`config.mk`:
```
export PLATFORM = sky130hd
export DESIGN_NAME = flash_erase_seq
export DESIGN_NICKNAME = d
export VERILOG_FILES = /design/src/rtl/flash_erase_pkg.sv /design/src/rtl/erase_sck_div.sv /design/src/rtl/erase_spi_shifter.sv /design/src/rtl/flash_erase_seq.sv
export SDC_FILE = /design/constraint.sdc
export NUM_CORES = 1
export LEC_CHECK = 0
export BUFFER_PORTS_ARGS = -buffer_cell sky130_fd_sc_hd__buf_2
export CELL_PAD_IN_SITES_DETAIL_PLACEMENT = 1
export CELL_PAD_IN_SITES_GLOBAL_PLACEMENT = 2
export CORE_UTILIZATION = 30
export CTS_CLUSTER_DIAMETER = 100
export DETAILED_ROUTE_END_ITERATION = 7
export GPL_ROUTABILITY_DRIVEN = 0
export PLACE_DENSITY_LB_ADDON = 0.1
export RECOVER_POWER = 25
export SETUP_SLACK_MARGIN = 0.15
export SLEW_MARGIN = 20
export SYNTH_ARGS = -nofsm -noshare
export SYNTH_HDL_FRONTEND = slang
export SYNTH_SLANG_ARGS = --single-unit
```
`constraint.sdc`:
```
create_clock -name clk -period 6.6 [get_ports clk]
set_clock_uncertainty 0.2 [all_clocks]
set_input_delay 0.66 -clock clk [delete_from_list [all_inputs] [get_ports clk]]
set_output_delay 0.66 -clock clk [all_outputs]
set_load 0.02 [all_outputs]
```
`src/rtl/flash_erase_pkg.sv`:
```
`timescale 1ns/1ps
// Shared definitions for the chip-erase sequencer.
// Assumes: byte-wide SPI commands, sent most significant bit first.
package flash_erase_pkg;
    localparam int unsigned BYTE_BITS = 8;

    localparam logic [BYTE_BITS-1:0] CMD_WRITE_EN = 8'h06;
    localparam logic [BYTE_BITS-1:0] CMD_STATUS   = 8'h05;
    localparam logic [BYTE_BITS-1:0] CMD_FILLER   = 8'h00;

    typedef enum logic [2:0] {
        SQ_IDLE,
        SQ_WREN,
        SQ_GAP,
        SQ_ERASE,
        SQ_STCMD,
        SQ_POLL
    } seq_state_t;
endpackage

```
`src/rtl/erase_sck_div.sv`:
```
`timescale 1ns/1ps
// Makes the tick that advances each SPI clock half-period.
// Assumes: HALF_DIV >= 1. A value of 1 ticks every system clock.
module erase_sck_div #(
    parameter int unsigned HALF_DIV = 4
) (
    input  logic clk,
    input  logic rst_n,
    output logic tick
);
    localparam int unsigned CW = (HALF_DIV > 1) ? $clog2(HALF_DIV) : 1;

    generate
        if (HALF_DIV == 1) begin : g_full_rate
            assign tick = 1'b1;
        end else begin : g_divided
            logic [CW-1:0] cnt;
            // Free-running count that wraps once per half-period.
            always_ff @(posedge clk) begin
                if (!rst_n) begin
                    cnt <= '0;
                end else if (cnt == CW'(HALF_DIV - 1)) begin
                    cnt <= '0;
                end else begin
                    cnt <= cnt + 1'b1;
                end
            end
            assign tick = (cnt == CW'(HALF_DIV - 1));
        end
    endgenerate
endmodule

```
`src/rtl/erase_spi_shifter.sv`:
```
`timescale 1ns/1ps
// Moves one byte each way with SCK idle low: it drives on the low phase
// and samples on the rising edge.
// Assumes: load arrives only while inactive; chip enable is handled above.
module erase_spi_shifter
    import flash_erase_pkg::*;
(
    input  logic                 clk,
    input  logic                 rst_n,
    input  logic                 tick,
    input  logic                 load,
    input  logic [BYTE_BITS-1:0] tx_byte,
    input  logic                 miso,
    output logic                 sck,
    output logic                 mosi,
    output logic [BYTE_BITS-1:0] rx_byte,
    output logic                 byte_done
);
    localparam int unsigned BW = $clog2(BYTE_BITS);

    logic [BYTE_BITS-1:0] tx_sh;
    logic [BYTE_BITS-1:0] rx_sh;
    logic [BW-1:0]        bit_cnt;
    logic                 active;
    logic                 sck_q;

    // Bit engine: rise samples miso, fall shifts the next bit out or ends the byte.
    always_ff @(posedge clk) begin
        if (!rst_n) begin
            tx_sh     <= '0;
            rx_sh     <= '0;
            bit_cnt   <= '0;
            active    <= 1'b0;
            sck_q     <= 1'b0;
            byte_done <= 1'b0;
        end else begin
            byte_done <= 1'b0;
            if (load) begin
                tx_sh   <= tx_byte;
                bit_cnt <= '0;
                sck_q   <= 1'b0;
                active  <= 1'b1;
            end else if (active && tick) begin
                if (!sck_q) begin
                    sck_q <= 1'b1;
                    rx_sh <= {rx_sh[BYTE_BITS-2:0], miso};
                end else begin
                    sck_q <= 1'b0;
                    if (bit_cnt == BW'(BYTE_BITS - 1)) begin
                        active    <= 1'b0;
                        byte_done <= 1'b1;
                    end else begin
                        bit_cnt <= bit_cnt + 1'b1;
                        tx_sh   <= {tx_sh[BYTE_BITS-2:0], 1'b0};
                    end
                end
            end
        end
    end

    assign sck     = sck_q;
    assign mosi    = tx_sh[BYTE_BITS-1];
    assign rx_byte = rx_sh;

    // data toward the flash holds still while SCK is high.
    p_mosi_steady_r5: assert property (@(posedge clk) disable iff (!rst_n)
        (sck && $past(sck)) |-> $stable(mosi));

    // a byte ends with SCK back at its idle level.
    p_end_low_r5: assert property (@(posedge clk) disable iff (!rst_n)
        byte_done |-> !sck);
endmodule

```
`src/rtl/flash_erase_seq.sv`:
```
`timescale 1ns/1ps
// Chip-erase sequencer: write-enable, erase, then status polling until idle.
// Assumes: start is a one-cycle pulse; CS_GAP >= 1; MAX_POLLS >= 1;
// the flash reports busy in status bit BUSY_BIT.
module flash_erase_seq
    import flash_erase_pkg::*;
#(
    parameter logic [7:0]  ERASE_OP   = 8'hC7,
    parameter int unsigned HALF_DIV   = 4,
    parameter int unsigned CS_GAP     = 8,
    parameter int unsigned MAX_POLLS  = 65536,
    parameter bit          TIMEOUT_EN = 1'b1,
    parameter int unsigned BUSY_BIT   = 0
) (
    input  logic clk,
    input  logic rst_n,
    input  logic start,
    output logic done,
    output logic error,
    output logic sck,
    output logic cs_n,
    output logic mosi,
    input  logic miso
);
    localparam int unsigned GW = $clog2(CS_GAP + 1);
    localparam int unsigned PW = $clog2(MAX_POLLS + 1);
    localparam logic [BYTE_BITS-1:0] BUSY_MASK = BYTE_BITS'(1) << BUSY_BIT;

    seq_state_t           state, after_gap;
    logic [GW-1:0]        gap_cnt;
    logic [PW-1:0]        poll_cnt;
    logic                 cs_q, done_q, err_q, load_q;
    logic [BYTE_BITS-1:0] tx_q, rx_byte;
    logic                 tick, byte_done, still_busy, limit_hit;

    erase_sck_div #(.HALF_DIV(HALF_DIV)) u_div (
        .clk(clk), .rst_n(rst_n), .tick(tick)
    );

    erase_spi_shifter u_shift (
        .clk(clk), .rst_n(rst_n), .tick(tick), .load(load_q),
        .tx_byte(tx_q), .miso(miso), .sck(sck), .mosi(mosi),
        .rx_byte(rx_byte), .byte_done(byte_done)
    );

    assign still_busy = |(rx_byte & BUSY_MASK);

    generate
        if (TIMEOUT_EN) begin : g_limit
            assign limit_hit = (poll_cnt == PW'(MAX_POLLS - 1));
            // the poll count never passes the limit.
            p_poll_bound_r6: assert property (@(posedge clk) disable iff (!rst_n)
                poll_cnt < PW'(MAX_POLLS));
        end else begin : g_no_limit
            assign limit_hit = 1'b0;
        end
    endgenerate

    // Sequence control: opens and closes the three transactions and reports the outcome.
    always_ff @(posedge clk) begin
        if (!rst_n) begin
            state     <= SQ_IDLE;
            after_gap <= SQ_IDLE;
            gap_cnt   <= '0;
            poll_cnt  <= '0;
            cs_q      <= 1'b1;
            done_q    <= 1'b0;
            err_q     <= 1'b0;
            load_q    <= 1'b0;
            tx_q      <= '0;
        end else begin
            load_q <= 1'b0;
            done_q <= 1'b0;
            err_q  <= 1'b0;
            case (state)
                SQ_IDLE: if (start) begin
                    cs_q   <= 1'b0;
                    tx_q   <= CMD_WRITE_EN;
                    load_q <= 1'b1;
                    state  <= SQ_WREN;
                end
                SQ_WREN, SQ_ERASE: if (byte_done) begin
                    cs_q      <= 1'b1;
                    gap_cnt   <= '0;
                    after_gap <= (state == SQ_WREN) ? SQ_ERASE : SQ_STCMD;
                    state     <= SQ_GAP;
                end
                SQ_GAP: if (gap_cnt == GW'(CS_GAP - 1)) begin
                    cs_q   <= 1'b0;
                    load_q <= 1'b1;
                    tx_q   <= (after_gap == SQ_ERASE) ? ERASE_OP : CMD_STATUS;
                    state  <= after_gap;
                end else begin
                    gap_cnt <= gap_cnt + 1'b1;
                end
                SQ_STCMD: if (byte_done) begin
                    tx_q     <= CMD_FILLER;
                    load_q   <= 1'b1;
                    poll_cnt <= '0;
                    state    <= SQ_POLL;
                end
                SQ_POLL: if (byte_done) begin
                    if (!still_busy) begin
                        cs_q   <= 1'b1;
                        done_q <= 1'b1;
                        state  <= SQ_IDLE;
                    end else if (limit_hit) begin
                        cs_q   <= 1'b1;
                        err_q  <= 1'b1;
                        state  <= SQ_IDLE;
                    end else begin
                        poll_cnt <= poll_cnt + 1'b1;
                        tx_q     <= CMD_FILLER;
                        load_q   <= 1'b1;
                    end
                end
                default: state <= SQ_IDLE;
            endcase
        end
    end

    assign cs_n  = cs_q;
    assign done  = done_q;
    assign error = err_q;

    // Gap monitor: counts deselected cycles, saturating at the minimum gap.
    logic [GW-1:0] hi_cnt;
    always_ff @(posedge clk) begin
        if (!rst_n) begin
            hi_cnt <= GW'(CS_GAP);
        end else if (!cs_n) begin
            hi_cnt <= '0;
        end else if (hi_cnt != GW'(CS_GAP)) begin
            hi_cnt <= hi_cnt + 1'b1;
        end
    end

    // chip enable falls only after the full minimum high time.
    p_cs_gap_r3: assert property (@(posedge clk) disable iff (!rst_n)
        $fell(cs_n) |-> (hi_cnt >= GW'(CS_GAP)));

    // SCK stays at its idle level while the flash is deselected.
    p_sck_idle_r5: assert property (@(posedge clk) disable iff (!rst_n)
        cs_n |-> !sck);

    // done coincides with a deselected flash.
    p_done_cs_r4: assert property (@(posedge clk) disable iff (!rst_n)
        done |-> cs_n);

    // the two outcomes exclude each other and last one cycle.
    p_outcome_excl_r9: assert property (@(posedge clk) disable iff (!rst_n)
        !(done && error));
    p_done_pulse_r9: assert property (@(posedge clk) disable iff (!rst_n)
        done |=> !done);
    p_err_pulse_r9: assert property (@(posedge clk) disable iff (!rst_n)
        error |=> !error);
endmodule

```
# Word level (Yosys, flattened, before mapping)
# Index checks and enable logic that the tools add are counted.
# op_classes
eq_ne	20
n_reduce_logical	25
add_sub_neg	4
n_mux	51
bitwise	5
# op_table
op	n
$mux 8	11
$mux 17	4
$pmux 17 s2	1
$pmux 8 s4	1
$mux 3	8
$mux 1	20
$reduce_and 3->1	6
$add 17x1->17 const B	1
$eq 17x16->1 const B	1
$pmux 3 s5	1
$reduce_and 6->1	2
$ne 2x2->1 const B	5
$reduce_bool 2->1	5
$eq 3x2->1 const B	3
$eq 3x3->1 const B	3
$mux 4	2
$ne 2x1->1 const B	4
$pmux 1 s4	2
$pmux 4 s2	1
$reduce_bool 4->1	2
$reduce_and 7->1	1
$reduce_or 2->1	3
$not 1->1	5
$reduce_and 5->1	1
other kinds (12)	12
# word_totals
ff_bits	56
inputBits	4
output_inout_bits	5
word_cells	121

# Logic depth before layout (Yosys ltp)
# depth
depth_word	5
mapped_depth	12
mapped_depth_nobuf	9

# Modules after synthesis
# From an unflattened synthesis, not the netlist that was laid out.
# unflattened
hier_cells	280
hier_area_um2	2653.8
# by_module_without_submodules
module	n_inst	seq_area_each_um2	cells_each	area_each_um2
flash_erase_seq	1	680.7	189	1691.6
erase_spi_shifter	1	440.4	86	888.4
erase_sck_div	1	40.0	5	73.8

# Worst setup path after synthesis
# No wires, ideal clock.
# synth_path
path_type	reg-to-reg
from	reg poll_cnt[0]
to	reg cs_q, in the netlist cs_n
path_stages_with_launch	12
t_arrival_ps	2207
slack_ps	4066
n_path_buf	2
t_required_ps	6273
synth_period_minus_slack_ps	2534
setup_time_ps	127
path_cell_list	dfxtp_1 ha_1 nand2_1 or2_0 buf_2 nor4_1 ha_1 nand2b_1 buf_2 a31oi_1 o31a_1 or3_1
# synth_via
elab_chain_len	3
# synth_lines
element	line_no	rtl
from (decl)	flash_erase_seq.sv:31	logic [PW-1:0] poll_cnt;
from (signal assigned)	flash_erase_seq.sv:112	poll_cnt <= poll_cnt + 1'b1;
$eq 17x16->1	flash_erase_seq.sv:50	assign limit_hit = (poll_cnt == PW'(MAX_POLLS - 1));
via limit_hit	flash_erase_seq.sv:34	logic tick, byte_done, still_busy, limit_hit;
$ne 3x3->1 (no source line)	-	
$reduce_and 6->1 (no source line)	-	
to (signal assigned)	flash_erase_seq.sv:66	cs_q <= 1'b1;
to (signal assigned)	flash_erase_seq.sv:77	cs_q <= 1'b0;
to (signal assigned)	flash_erase_seq.sv:83	cs_q <= 1'b1;
to (decl)	flash_erase_seq.sv:32	logic cs_q, done_q, err_q, load_q;
# The timed path passes the listed nets, and every way through them passes these cells.
# A chain may end at the register's enable or synchronous reset.

# Final worst setup path
# layout_path
from	reg poll_cnt[0]
to	reg poll_cnt[5]
# layout_via
word_cells_on_any_way	8
cone_classes	add/sub: 1; eq/ne: 2; mux: 4; reduce/logical: 1
# layout_rtl
element	line_no
$eq 17x16->1	flash_erase_seq.sv:50
via limit_hit	flash_erase_seq.sv:34
$ne 2x2->1 (no source line)	-
$reduce_and 5->1 (no source line)	-
# The timed path passes the listed nets, and every way through them passes these cells. The select of a mux whose other input is x is not followed.

==> results.py <==
metrics = {
    "run_status": {
        "outcome": "complete, no violations",
    },
    "run": {
        "drv_cap": 0,
    },
    "route": {
        "ant_nets": 0,
        "totalWireLength_microns": 5530,
        "num_vias": 1967,
        "dr.pass1.iters": 6,
        "drt-met1-wl_microns": 2820,
        "drt_drc_violations_left": 0,
        "vias_per_cell": 5.08,
        "wire_per_inst_microns": 14.3,
        "top_layer_used": "met4",
        "met3WireLength_microns": 104,
        "drt_iter0_markers": 61,
        "route.met2.wl_microns": 2570,
    },
    "power_and_ir_drop": {
        "power_leakage_uw": 0.000865,
        "vdd_ir_drop_max_mv": 0.0815,
        "cellPowerDensity_mw_per_mm2": 223,
    },
    "logic_synthesis": {
        "yosys.area_share.adder": 0.0313,
        "ys_ff_latch": 51,
        "synth_ff_type": "dfxtp_1",
        "synth.area.mux_share": 0.0460,
        "syn-instance-count": 282,
        "syn_nets": 292,
        "synth-simple-area-share": 0.267,
        "yosysWarnings": 0,
        "synth_area_sq_mm": 0.00239,
        "synth_edf_count": 0,
        "synth.distinct_cells": 44,
        "synth_xor_area_frac": 0.0256,
        "async_flop_share": 0,
        "syn_avg_cell_area_sq_um": 8.49,
        "synth_top_family_by_area": "simple AND/OR/NAND/NOR gates",
        "ys_seq_area_frac": 0.426,
        "synth_compound_area_frac": 0.158,
    },
    "clocking": {
        "cts_tree": "built",
        "numCtsBuffers": 5,
        "cts_resized": 0,
        "cts.sinks": 51,
        "clk_latency_ps": 300,
        "cts_setup_buffers": 0,
        "clock_path_buffers": 2,
        "hold_buffers": 0,
        "clockRootBuffer": "clkbuf_8",
        "htree_levels": 2,
        "clk_pin_slew_ps": 90,
    },
    "critical_path": {
        "required_ps": 6640,
        "cp-end-kind": "flop",
        "r2r_start": "poll_cnt[0]",
        "critPathLaunchType": "flop",
        "reg2regPathDepth": 9,
        "ff2ff_setup_slack_ps": 3680,
        "crit_start": "poll_cnt[0]",
        "arrival_ps": 2960,
        "crit_path_end": "poll_cnt[5]",
        "cp_cell_sequence": "ha_1 -> nand2_1 -> or2_0 -> nor4_1 -> ha_1 -> nand2b_1 -> a21o_1 -> or4_1 -> a21oi_1",
        "max_stage_delay_ps": 520,
        "r2r_end": "poll_cnt[5]",
        "crit_top_cell": "ha_1",
        "crit_path_top_delay_cell": "or4_1",
        "critPathMaxFanout": 14,
        "path_class": "flop to flop",
    },
    "hold_path": {
        "hold_class": "flop to flop",
    },
    "placed_design": {
        "portBuffers": 8,
        "dp_hpwl_microns": 3860,
    },
    "global_route": {
        "grt_pass1_wl_microns": 9590,
        "grt_pass1_vias": 1953,
        "grt_use_total": 0.143,
        "grt_max_degree": 24,
        "antenna_found_initial": 0,
        "overflow": 0,
    },
    "floorplan": {
        "die_x_microns": 91.3,
        "pin_count": 9,
        "core.rowCount": 32,
        "die_h_microns": 91.3,
        "die_area_sq_mm": 0.00834,
        "start_util": 0.310,
        "core_sq_mm": 0.00773,
    },
    "cells_and_area": {
        "multiInputGateArea_sq_mm": 0.00126,
        "fin_util": 0.339,
        "syn2layout_area_growth_pct": 9.51,
        "fin_nets": 294,
        "regArea_sq_mm": 0.00102,
        "diodes": 0,
        "layout-drive-gt1-share": 0.0596,
        "fillCellCount": 940,
    },
    "sta": {
        "final_max_slew_viol_count": 0,
        "rsz0062_at_grt": "false",
        "tns_ps": 0,
        "finalHoldViolations": 0,
        "finalSetupViolations": 0,
        "fin_crit_sh": 0.443,
        "slew_headroom": 0.476,
        "period_minus_slack_ps": 2920,
        "tightestPinTransition_ps": 786,
        "fmax_ghz": 0.342,
    },
}
## layer usage
| metal | global-route usage | up-vias |
|---|---|---|
| met1 | 0.191 | 939 |
| met3 | 0.0260 | 4 |
| met2 | 0.237 | 16 |
| li1 | - | 1008 |
| met4 | 0.0370 | 0 |
| met5 | 0 | - |
## flip-flops by register name (all words and copies together), names as in the netlist, 2 cells and up
register	count
gap_cnt	4
u_div.g_divided.cnt	2
u_shift.bit_cnt	3
state	3
poll_cnt	17
after_gap	2
tx_q	4
u_shift.tx_sh	8
## power by group
part           switching [uW]  internal, uW  total, uW
Sequential               7.26           315        322
Combinational            19.2          11.8       30.9
Clock                     108           125        233
## Yosys cell counts, types with 2 or more instances
cell type  count  area share
dfxtp_1       51        0.43
nand2_1       47       0.074
a21oi_1       24       0.050
nor2_1        19       0.030
inv_1         13       0.020
mux2i_1       11       0.046
nand3_1       10       0.021
buf_2          7       0.015
clkbuf_1       7       0.011
o21ai_0        7       0.015
or4_1          7       0.022
ha_1           6       0.031
nand4_1        6       0.016
o31ai_1        6       0.019
nand2b_1       5       0.013
nor3_1         5       0.010
xnor2_1        5       0.018
or3_1          4       0.010
a2111oi_0      3       0.011
a211oi_1       3      0.0094
a31oi_1        3      0.0078
a22oi_1        2      0.0063
a311oi_1       2      0.0073
and2_1         2      0.0052
nand3b_1       2      0.0063
nand4b_1       2      0.0073
nor3b_1        2      0.0063
nor3b_2        2       0.010
nor4_1         2      0.0052
o211ai_1       2      0.0063
xor2_1         2      0.0073
## per-stage QoR
step	std cells	setup slack (ps)	hold slack, ps	total power (uW)	instance area (sq um)
2_1_floorplan	282	4070	208	352	2390
3_3_place_gp	379	3810	223	362	2510
3_5_place_dp	379	3640	227	362	2510
4_1_cts	387	3620	242	600	2630
5_1_grt	387	3450	252	614	2620
6_report	387	3680	237	586	2620
## worst max-delay path: cells and delay by family (launching register included)
family | cells | cell delay, ps
compound gates | 2 | 540
simple gates | 5 | 1330
flops | 1 | 350
fa+ha+maj | 2 | 430
## kinds of logic (layout without fill, tap and decap cells)
family,after synthesis,count (layout)
AOI/OAI and AO/OA,57,57
xor gates and xnor gates,7,7
adders and majority gates,6,6
buffers and inverters,27,30
DFF,51,51
muxes,11,11
and+or+nand+nor,123,123
## worst min path at each step
stage	start	depth (start not counted)	slack, ps	to
after detailed placement	u_div.g_divided.cnt[0]	1	230	u_div.g_divided.cnt[0]
final	u_div.g_divided.cnt[0]	1	240	u_div.g_divided.cnt[0]
after CTS	u_div.g_divided.cnt[0]	1	240	u_div.g_divided.cnt[0]
after floorplan	u_div.g_divided.cnt[0]	1	210	u_div.g_divided.cnt[0]
after global placement	u_div.g_divided.cnt[0]	1	220	u_div.g_divided.cnt[0]
after global routing	u_div.g_divided.cnt[0]	1	250	u_div.g_divided.cnt[0]
## cell usage in the layout (no fill, tap or decap), drive strengths merged, types with 3 or more instances in the layout
master | Yosys | final
nand3 | 10 | 10
nand2b | 5 | 5
a2111oi | 4 | 4
mux2i | 11 | 11
or4 | 7 | 7
ha | 6 | 6
a31oi | 3 | 3
o21ai | 7 | 7
dfxtp | 51 | 51
nor3b | 4 | 4
nor2 | 19 | 19
nand2 | 47 | 47
a211oi | 3 | 3
buf | 7 | 3
or3 | 4 | 4
inv | 13 | 14
clkbuf | 7 | 12
nand3b | 3 | 3
nor3 | 5 | 5
xnor2 | 5 | 5
nand4 | 7 | 7
o31ai | 6 | 6
a21oi | 24 | 24
## final cells by class
cell class,instances,area share
timing repair buffer,9,0.0153
inverter,13,0.0186
sequential,51,0.389
clock inverter,2,0.0148
clock buffer,6,0.0315
tap,102,0.0487
multi-input combinational,204,0.482
No activity file was read; power rests on OpenSTA's default activity.
